`src/rtl/ostmr_pkg.sv`:
```
package ostmr_pkg;

  // Single-cycle strobes issued by the control to the datapath
  typedef struct packed {
    logic wrMatch;   // write to some compare register (index taken from address)
    logic wrCount;   // counter load
    logic wrStatus;  // write-one-to-clear on status flags
    logic wrWdog;    // write to the watchdog arm register
    logic wrIrqEn;   // write to interrupt enables
    logic step;      // counter advances this cycle
  } strobe_t;

endpackage

```
`src/rtl/ostmr_channel.sv`:
```
module ostmr_channel #(
  parameter int DATA_W = 32
) (
  input  logic              clk,
  input  logic              rst,
  input  logic              wrMatch,
  input  logic [DATA_W-1:0] wdata,
  input  logic [DATA_W-1:0] nextCount,
  input  logic              step,
  input  logic              clrFlag,
  input  logic              irqEnable,
  output logic [DATA_W-1:0] matchQ,
  output logic              flagQ
);

  logic hit;

  // An equality event is only counted when the counter steps onto the value
  assign hit = step && (nextCount == matchQ);

  always_ff @(posedge clk) begin
    if (rst) begin
      matchQ <= '0;
    end else if (wrMatch) begin
      matchQ <= wdata;
    end
  end

  always_ff @(posedge clk) begin
    if (rst) begin
      flagQ <= 1'b0;
    end else if (hit && irqEnable) begin
      flagQ <= 1'b1;          // a new match beats a simultaneous clear
    end else if (clrFlag) begin
      flagQ <= 1'b0;
    end
  end

endmodule

```
`src/rtl/ostmr_ctrl.sv`:
```
module ostmr_ctrl
  import ostmr_pkg::*;
#(
  parameter int NUM_CH = 4,
  parameter int ADDR_W = 3
) (
  input  logic              clk,
  input  logic              rst,
  input  logic              busSel,
  input  logic              busWrite,
  input  logic [ADDR_W-1:0] busAddr,
  input  logic              tickEn,
  input  logic              wdogHit,
  input  logic              wdogArmed,
  output strobe_t           strobe,
  output logic              resetReq
);

  localparam int CNT_IDX  = NUM_CH;
  localparam int STAT_IDX = NUM_CH + 1;
  localparam int WDOG_IDX = NUM_CH + 2;
  localparam int IEN_IDX  = NUM_CH + 3;

  logic wrAny;

  assign wrAny = busSel && busWrite;

  always_comb begin
    strobe          = '0;
    strobe.wrMatch  = wrAny && (busAddr < ADDR_W'(NUM_CH));
    strobe.wrCount  = wrAny && (busAddr == ADDR_W'(CNT_IDX));
    strobe.wrStatus = wrAny && (busAddr == ADDR_W'(STAT_IDX));
    strobe.wrWdog   = wrAny && (busAddr == ADDR_W'(WDOG_IDX));
    strobe.wrIrqEn  = wrAny && (busAddr == ADDR_W'(IEN_IDX));
    strobe.step     = tickEn && !strobe.wrCount;
  end

  // Reset request latches and is released only by the block reset
  always_ff @(posedge clk) begin
    if (rst) begin
      resetReq <= 1'b0;
    end else if (wdogArmed && wdogHit) begin
      resetReq <= 1'b1;
    end
  end

endmodule

```
`src/rtl/ostmr_datapath.sv`:
```
module ostmr_datapath
  import ostmr_pkg::*;
#(
  parameter int NUM_CH  = 4,
  parameter int DATA_W  = 32,
  parameter int ADDR_W  = 3,
  parameter int WDOG_CH = 3
) (
  input  logic              clk,
  input  logic              rst,
  input  strobe_t           strobe,
  input  logic [ADDR_W-1:0] busAddr,
  input  logic [DATA_W-1:0] busWdata,
  output logic [DATA_W-1:0] busRdata,
  output logic [NUM_CH-1:0] flagVec,
  output logic              wdogHit,
  output logic              wdogArmed
);

  localparam int CH_W     = (NUM_CH > 1) ? $clog2(NUM_CH) : 1;
  localparam int CNT_IDX  = NUM_CH;
  localparam int STAT_IDX = NUM_CH + 1;
  localparam int WDOG_IDX = NUM_CH + 2;
  localparam int IEN_IDX  = NUM_CH + 3;

  logic [DATA_W-1:0] countQ;
  logic [DATA_W-1:0] nextCount;
  logic [NUM_CH-1:0] irqEnQ;
  logic [DATA_W-1:0] matchArr [NUM_CH];

  assign nextCount = countQ + DATA_W'(1);

  always_ff @(posedge clk) begin
    if (rst) begin
      countQ <= '0;
    end else if (strobe.wrCount) begin
      countQ <= busWdata;
    end else if (strobe.step) begin
      countQ <= nextCount;
    end
  end

  always_ff @(posedge clk) begin
    if (rst) begin
      irqEnQ <= '0;
    end else if (strobe.wrIrqEn) begin
      irqEnQ <= busWdata[NUM_CH-1:0];
    end
  end

  // Arm bit: set by a one in bit 0, never cleared by software
  always_ff @(posedge clk) begin
    if (rst) begin
      wdogArmed <= 1'b0;
    end else if (strobe.wrWdog && busWdata[0]) begin
      wdogArmed <= 1'b1;
    end
  end

  for (genvar g = 0; g < NUM_CH; g++) begin : g_ch
    ostmr_channel #(.DATA_W(DATA_W)) u_ch (
      .clk       (clk),
      .rst       (rst),
      .wrMatch   (strobe.wrMatch && (busAddr[CH_W-1:0] == CH_W'(g))),
      .wdata     (busWdata),
      .nextCount (nextCount),
      .step      (strobe.step),
      .clrFlag   (strobe.wrStatus && busWdata[g]),
      .irqEnable (irqEnQ[g]),
      .matchQ    (matchArr[g]),
      .flagQ     (flagVec[g])
    );
  end

  // Watchdog compare ignores the channel's interrupt enable
  assign wdogHit = strobe.step && (nextCount == matchArr[WDOG_CH]);

  always_comb begin
    busRdata = '0;
    if (busAddr < ADDR_W'(NUM_CH)) begin
      busRdata = matchArr[busAddr[CH_W-1:0]];
    end else if (busAddr == ADDR_W'(CNT_IDX)) begin
      busRdata = countQ;
    end else if (busAddr == ADDR_W'(STAT_IDX)) begin
      busRdata = {{(DATA_W-NUM_CH){1'b0}}, flagVec};
    end else if (busAddr == ADDR_W'(WDOG_IDX)) begin
      busRdata = {{(DATA_W-1){1'b0}}, wdogArmed};
    end else if (busAddr == ADDR_W'(IEN_IDX)) begin
      busRdata = {{(DATA_W-NUM_CH){1'b0}}, irqEnQ};
    end
  end

endmodule

```
`src/rtl/ostmr_top.sv`:
```
module ostmr_top
  import ostmr_pkg::*;
#(
  parameter int NUM_CH  = 4,
  parameter int DATA_W  = 32,
  parameter int WDOG_CH = NUM_CH - 1,
  parameter int ADDR_W  = $clog2(NUM_CH + 4)
) (
  input  logic              clk,
  input  logic              rst,
  input  logic              tickEn,
  input  logic              busSel,
  input  logic              busWrite,
  input  logic [ADDR_W-1:0] busAddr,
  input  logic [DATA_W-1:0] busWdata,
  output logic [DATA_W-1:0] busRdata,
  output logic [NUM_CH-1:0] irqOut,
  output logic              resetReq
);

  strobe_t strobe;
  logic    wdogHit;
  logic    wdogArmed;

  ostmr_ctrl #(.NUM_CH(NUM_CH), .ADDR_W(ADDR_W)) u_ctrl (
    .clk       (clk),
    .rst       (rst),
    .busSel    (busSel),
    .busWrite  (busWrite),
    .busAddr   (busAddr),
    .tickEn    (tickEn),
    .wdogHit   (wdogHit),
    .wdogArmed (wdogArmed),
    .strobe    (strobe),
    .resetReq  (resetReq)
  );

  ostmr_datapath #(
    .NUM_CH(NUM_CH), .DATA_W(DATA_W), .ADDR_W(ADDR_W), .WDOG_CH(WDOG_CH)
  ) u_dp (
    .clk       (clk),
    .rst       (rst),
    .strobe    (strobe),
    .busAddr   (busAddr),
    .busWdata  (busWdata),
    .busRdata  (busRdata),
    .flagVec   (irqOut),
    .wdogHit   (wdogHit),
    .wdogArmed (wdogArmed)
  );

endmodule

```
`config.mk`:
```
export PLATFORM = sky130hd
export DESIGN_NAME = ostmr_top
export DESIGN_NICKNAME = d
export VERILOG_FILES = /design/src/rtl/ostmr_pkg.sv /design/src/rtl/ostmr_channel.sv /design/src/rtl/ostmr_ctrl.sv /design/src/rtl/ostmr_datapath.sv /design/src/rtl/ostmr_top.sv
export SDC_FILE = /design/constraint.sdc
export NUM_CORES = 1
export LEC_CHECK = 0
export CAP_MARGIN = 40
export CORE_MARGIN = 2
export CORE_UTILIZATION = 45
export DETAILED_ROUTE_END_ITERATION = 16
export MAX_ROUTING_LAYER = met4
export PLACE_DENSITY_LB_ADDON = 0.08
export SLEW_MARGIN = 0
export SYNTH_ARGS = -nofsm -noshare
export SYNTH_HDL_FRONTEND = slang
export SYNTH_SLANG_ARGS = --single-unit
```
`constraint.sdc`:
```
create_clock -name clk -period 4.75 [get_ports clk]
set_input_delay 0.95 -clock clk [delete_from_list [all_inputs] [get_ports clk]]
set_output_delay 0.95 -clock clk [all_outputs]
set_load 0.005 [all_outputs]
```
==> metrics.txt <==
status=finished, final reports clean; pwr/cell area=257 nW/um^2; CP max stage delay=0.78 ns; slew at the pin closest to its max-slew limit=between 0.9 and 1 ns; most common cell after layout, fill and taps aside=nand2_1; Int Pwr=approximately 2300 uW; Post-synth top flop=dfxtp_1; Avg Vias per Cell=6.11; unrepaired setup endpoints after global routing=false; Post-CTS Setup Bufs=0; Sink Count=between 150 and 200; row count=57; number of synthesized register bits=170; top cell type's share of synthesized area=0.306; setup violators final=0; Peak VDD IR=roughly 0.17 mV; Clock power frac=0.437; CTS tree=built; Syn Nets=about 1,500; Cells after Synth=1,467; Fin Clk Skew=around 0.016 ns; synth warn=0; Final Max Tran Viols=0; register share of total power=0.452; Final Util=0.526; Post-Route WL=45.7 mm; Setup TNS=0 ns; n_diodes=0; total vias in the final route=between 10,000 and 15,000; Final Net Count=approximately 1,500; clock latency on the worst-skew pair=0.45 ns; Routed WL per cell=about 25 microns; CP bufs+invs=1; Crit. End Element=flip-flop; share of cells above drive strength 1=0.0979; combinational power share=0.111; beginning of the worst hold path=u_dp.g_ch[3].u_ch.matchQ[20]$_SDFFE_PP0P_; clk slew on worst S/H paths=about 0.08 ns; Avg Inst Size Synth=between 7 and 8 sq um; Placed Area=12,200 sq um; Core Footprint=around 24,000 sq um; initial antenna violation count=0; synthesis-to-finish area growth=15.2%; f_max=230 MHz; vias in the first global route=a little over 10,000; die area=between 20,000 and 30,000 sq um; commonest non-fill, non-tap cells in the layout=nand2_1, dfxtp_1, a21oi_1; height of the die=between 150 and 200 microns; IO Pins=a little under 80; largest net degree at the start of global routing=80; area leader, netlist=dfxtp_1; CP Launch Point=u_dp.countQ[5]$_SDFFE_PP0P_; CTS Buffer Depth=2; critical path class=flip-flop to flip-flop; die width=approximately 160 microns; Max-Cap Viols=0; cts hold-fix bufs=0; DRC Markers=0; max_slew headroom=0.397; worst-path cell chain=nand4_2, buf_4, or4_4, or4_1, xnor2_1, xnor2_1, a2111oi_0, a31o_2; CP arrival=between 4 and 5 ns; ys async rst share=0; Synth cell types=67; CP max stage cell=a2111oi_0; 1st-iter DRT viols=1,410; overall routing resource usage=0.363; Final ANT Viol Nets=0; most used cell, CP=xnor2_1; Worst EP required=around 5.1 ns; leakage=0.00410 uW; Switching Fraction=0.286; post-synthesis cell area=about 11,000 sq um; detailed placement HPWL=between 30 and 40 mm; CP max FO=16; delay-heaviest family, CP=simple AND/OR/NAND/NOR gates; GRT overflow=0; CTS H-Tree Depth=4; clock buffer count from CTS=17; Finished Cell Area=12,800 sq um; Initial Util=0.457; RR Startpoint=u_dp.countQ[5]$_SDFFE_PP0P_; Area contributors post-synth=dfxtp_1, nand2_1, xnor2_1; first-pass GRT wire length=roughly 68 mm; sequential-to-total area share from yosys stat=0.306; Psw=between 900 and 1000 uW; CTS Root Cell=clkbuf_16; DRT Pass-1 Iters=6; port bufs=76; Final Critical Period=approximately 4.3 ns; Resized cells post-CTS=0; Worst setup SP type=flip-flop; final hold vios=0; Final GP Congestion=~1.1; type of the most critical hold path=flip-flop to flip-flop; Post-synth EDFFs=0; fin crit share=0.914
[power by group through the flow]
stage,combinational (uW),clock (uW),sequential [uW]
finish,363,1440,1490
global route,386,1490,1490
detailed placement,355,0,1520
global placement,352,0,1520
floorplan,214,0,1500
CTS,357,1450,1480
[stage by stage]
step	hold slack [ns]	total power [uW]	std cells	worst slack [ns]
after detailed placement	0.468	1870	1794	0.600
final	0.478	3280	1826	0.409
after floorplan	0.445	1710	1467	1.25
after global placement	0.459	1870	1790	0.589
after CTS	0.478	3290	1826	0.562
after global routing	0.501	3370	1826	0.288
[synth_stat cells, types with 6 or more instances]
master / count
buf_4: 8
a2111oi_0: 6
buf_1: 15
a21oi_1: 148
nand2b_1: 10
nand3_1: 31
clkbuf_1: 89
mux4_2: 33
xor2_1: 71
a31oi_1: 8
mux2_2: 8
or3_1: 6
nand2_1: 354
o2111ai_1: 7
a211oi_1: 38
nor4_1: 17
and3_1: 7
dfxtp_1: 170
or4_1: 7
nand4_1: 25
nor2_1: 80
o22ai_1: 8
o21ai_0: 50
nand3b_1: 9
buf_2: 7
xnor2_1: 91
inv_1: 44
nor3_1: 27
o211ai_1: 8
mux2i_1: 6
[state kept, by name, indices dropped and copies added (netlist names)]
| signal | cells |
|---|---|
| u_dp.g_ch.u_ch.matchQ | 128 |
| u_dp.g_ch.u_ch.flagQ | 4 |
| u_dp.irqEnQ | 4 |
| u_dp.wdogArmed | 1 |
| u_dp.countQ | 32 |
| u_ctrl.resetReq | 1 |
[routing by layer]
| layer | vias to the layer above | share of wire | GRT usage |
|---|---|---|---|
| met5 | - | 0 | - |
| met1 | 5433 | 0.45 | 0.512 |
| met4 | 0 | 0.020 | 0.0856 |
| met2 | 531 | 0.45 | 0.552 |
| li1 | 5132 | - | - |
| met3 | 58 | 0.082 | 0.0516 |
[cell type report]
class                      count  area, sq um
fill                        2388        11500
multi-input combinational   1133         7080
sequential                   170         3400
timing repair buffer         123         1170
clock buffer                  20          447
tap                          324          405
inverter                      44          165
clock inverter                12          133
[cells by family after synthesis]
kind of cell / Yosys count / share of synthesized area
AO/OA/AOI/OAI: 309 / 0.169
XOR/XNOR: 164 / 0.132
adder cells (fa/ha/maj): 1 / 0.00113
buffers and inverters: 164 / 0.0590
flip-flops: 170 / 0.306
multiplexers: 47 / 0.0804
AND/OR/NAND/NOR: 612 / 0.253
[worst reg2reg max path, cell delays in order (launching register included)]
cell and delay (ns):
dfxtp_1 0.67, nand4_2 0.44, buf_4 0.31, or4_4 0.67
or4_1 0.69, xnor2_1 0.34, xnor2_1 0.13, a2111oi_0 0.78
a31o_2 0.27
[worst paths after layout]
kind / cells past startpoint / end / slack [ns]
setup / recovery: 8 / u_dp.g_ch[1].u_ch.flagQ$_SDFFE_PP0P_ / 0.41
hold / removal: 2 / u_dp.g_ch[3].u_ch.matchQ[20]$_SDFFE_PP0P_ / 0.48
setup reg to reg: 8 / u_dp.g_ch[1].u_ch.flagQ$_SDFFE_PP0P_ / 0.41
hold reg to reg: 2 / u_dp.g_ch[3].u_ch.matchQ[20]$_SDFFE_PP0P_ / 0.48
Note: power is estimated with default switching activity, not from simulation.
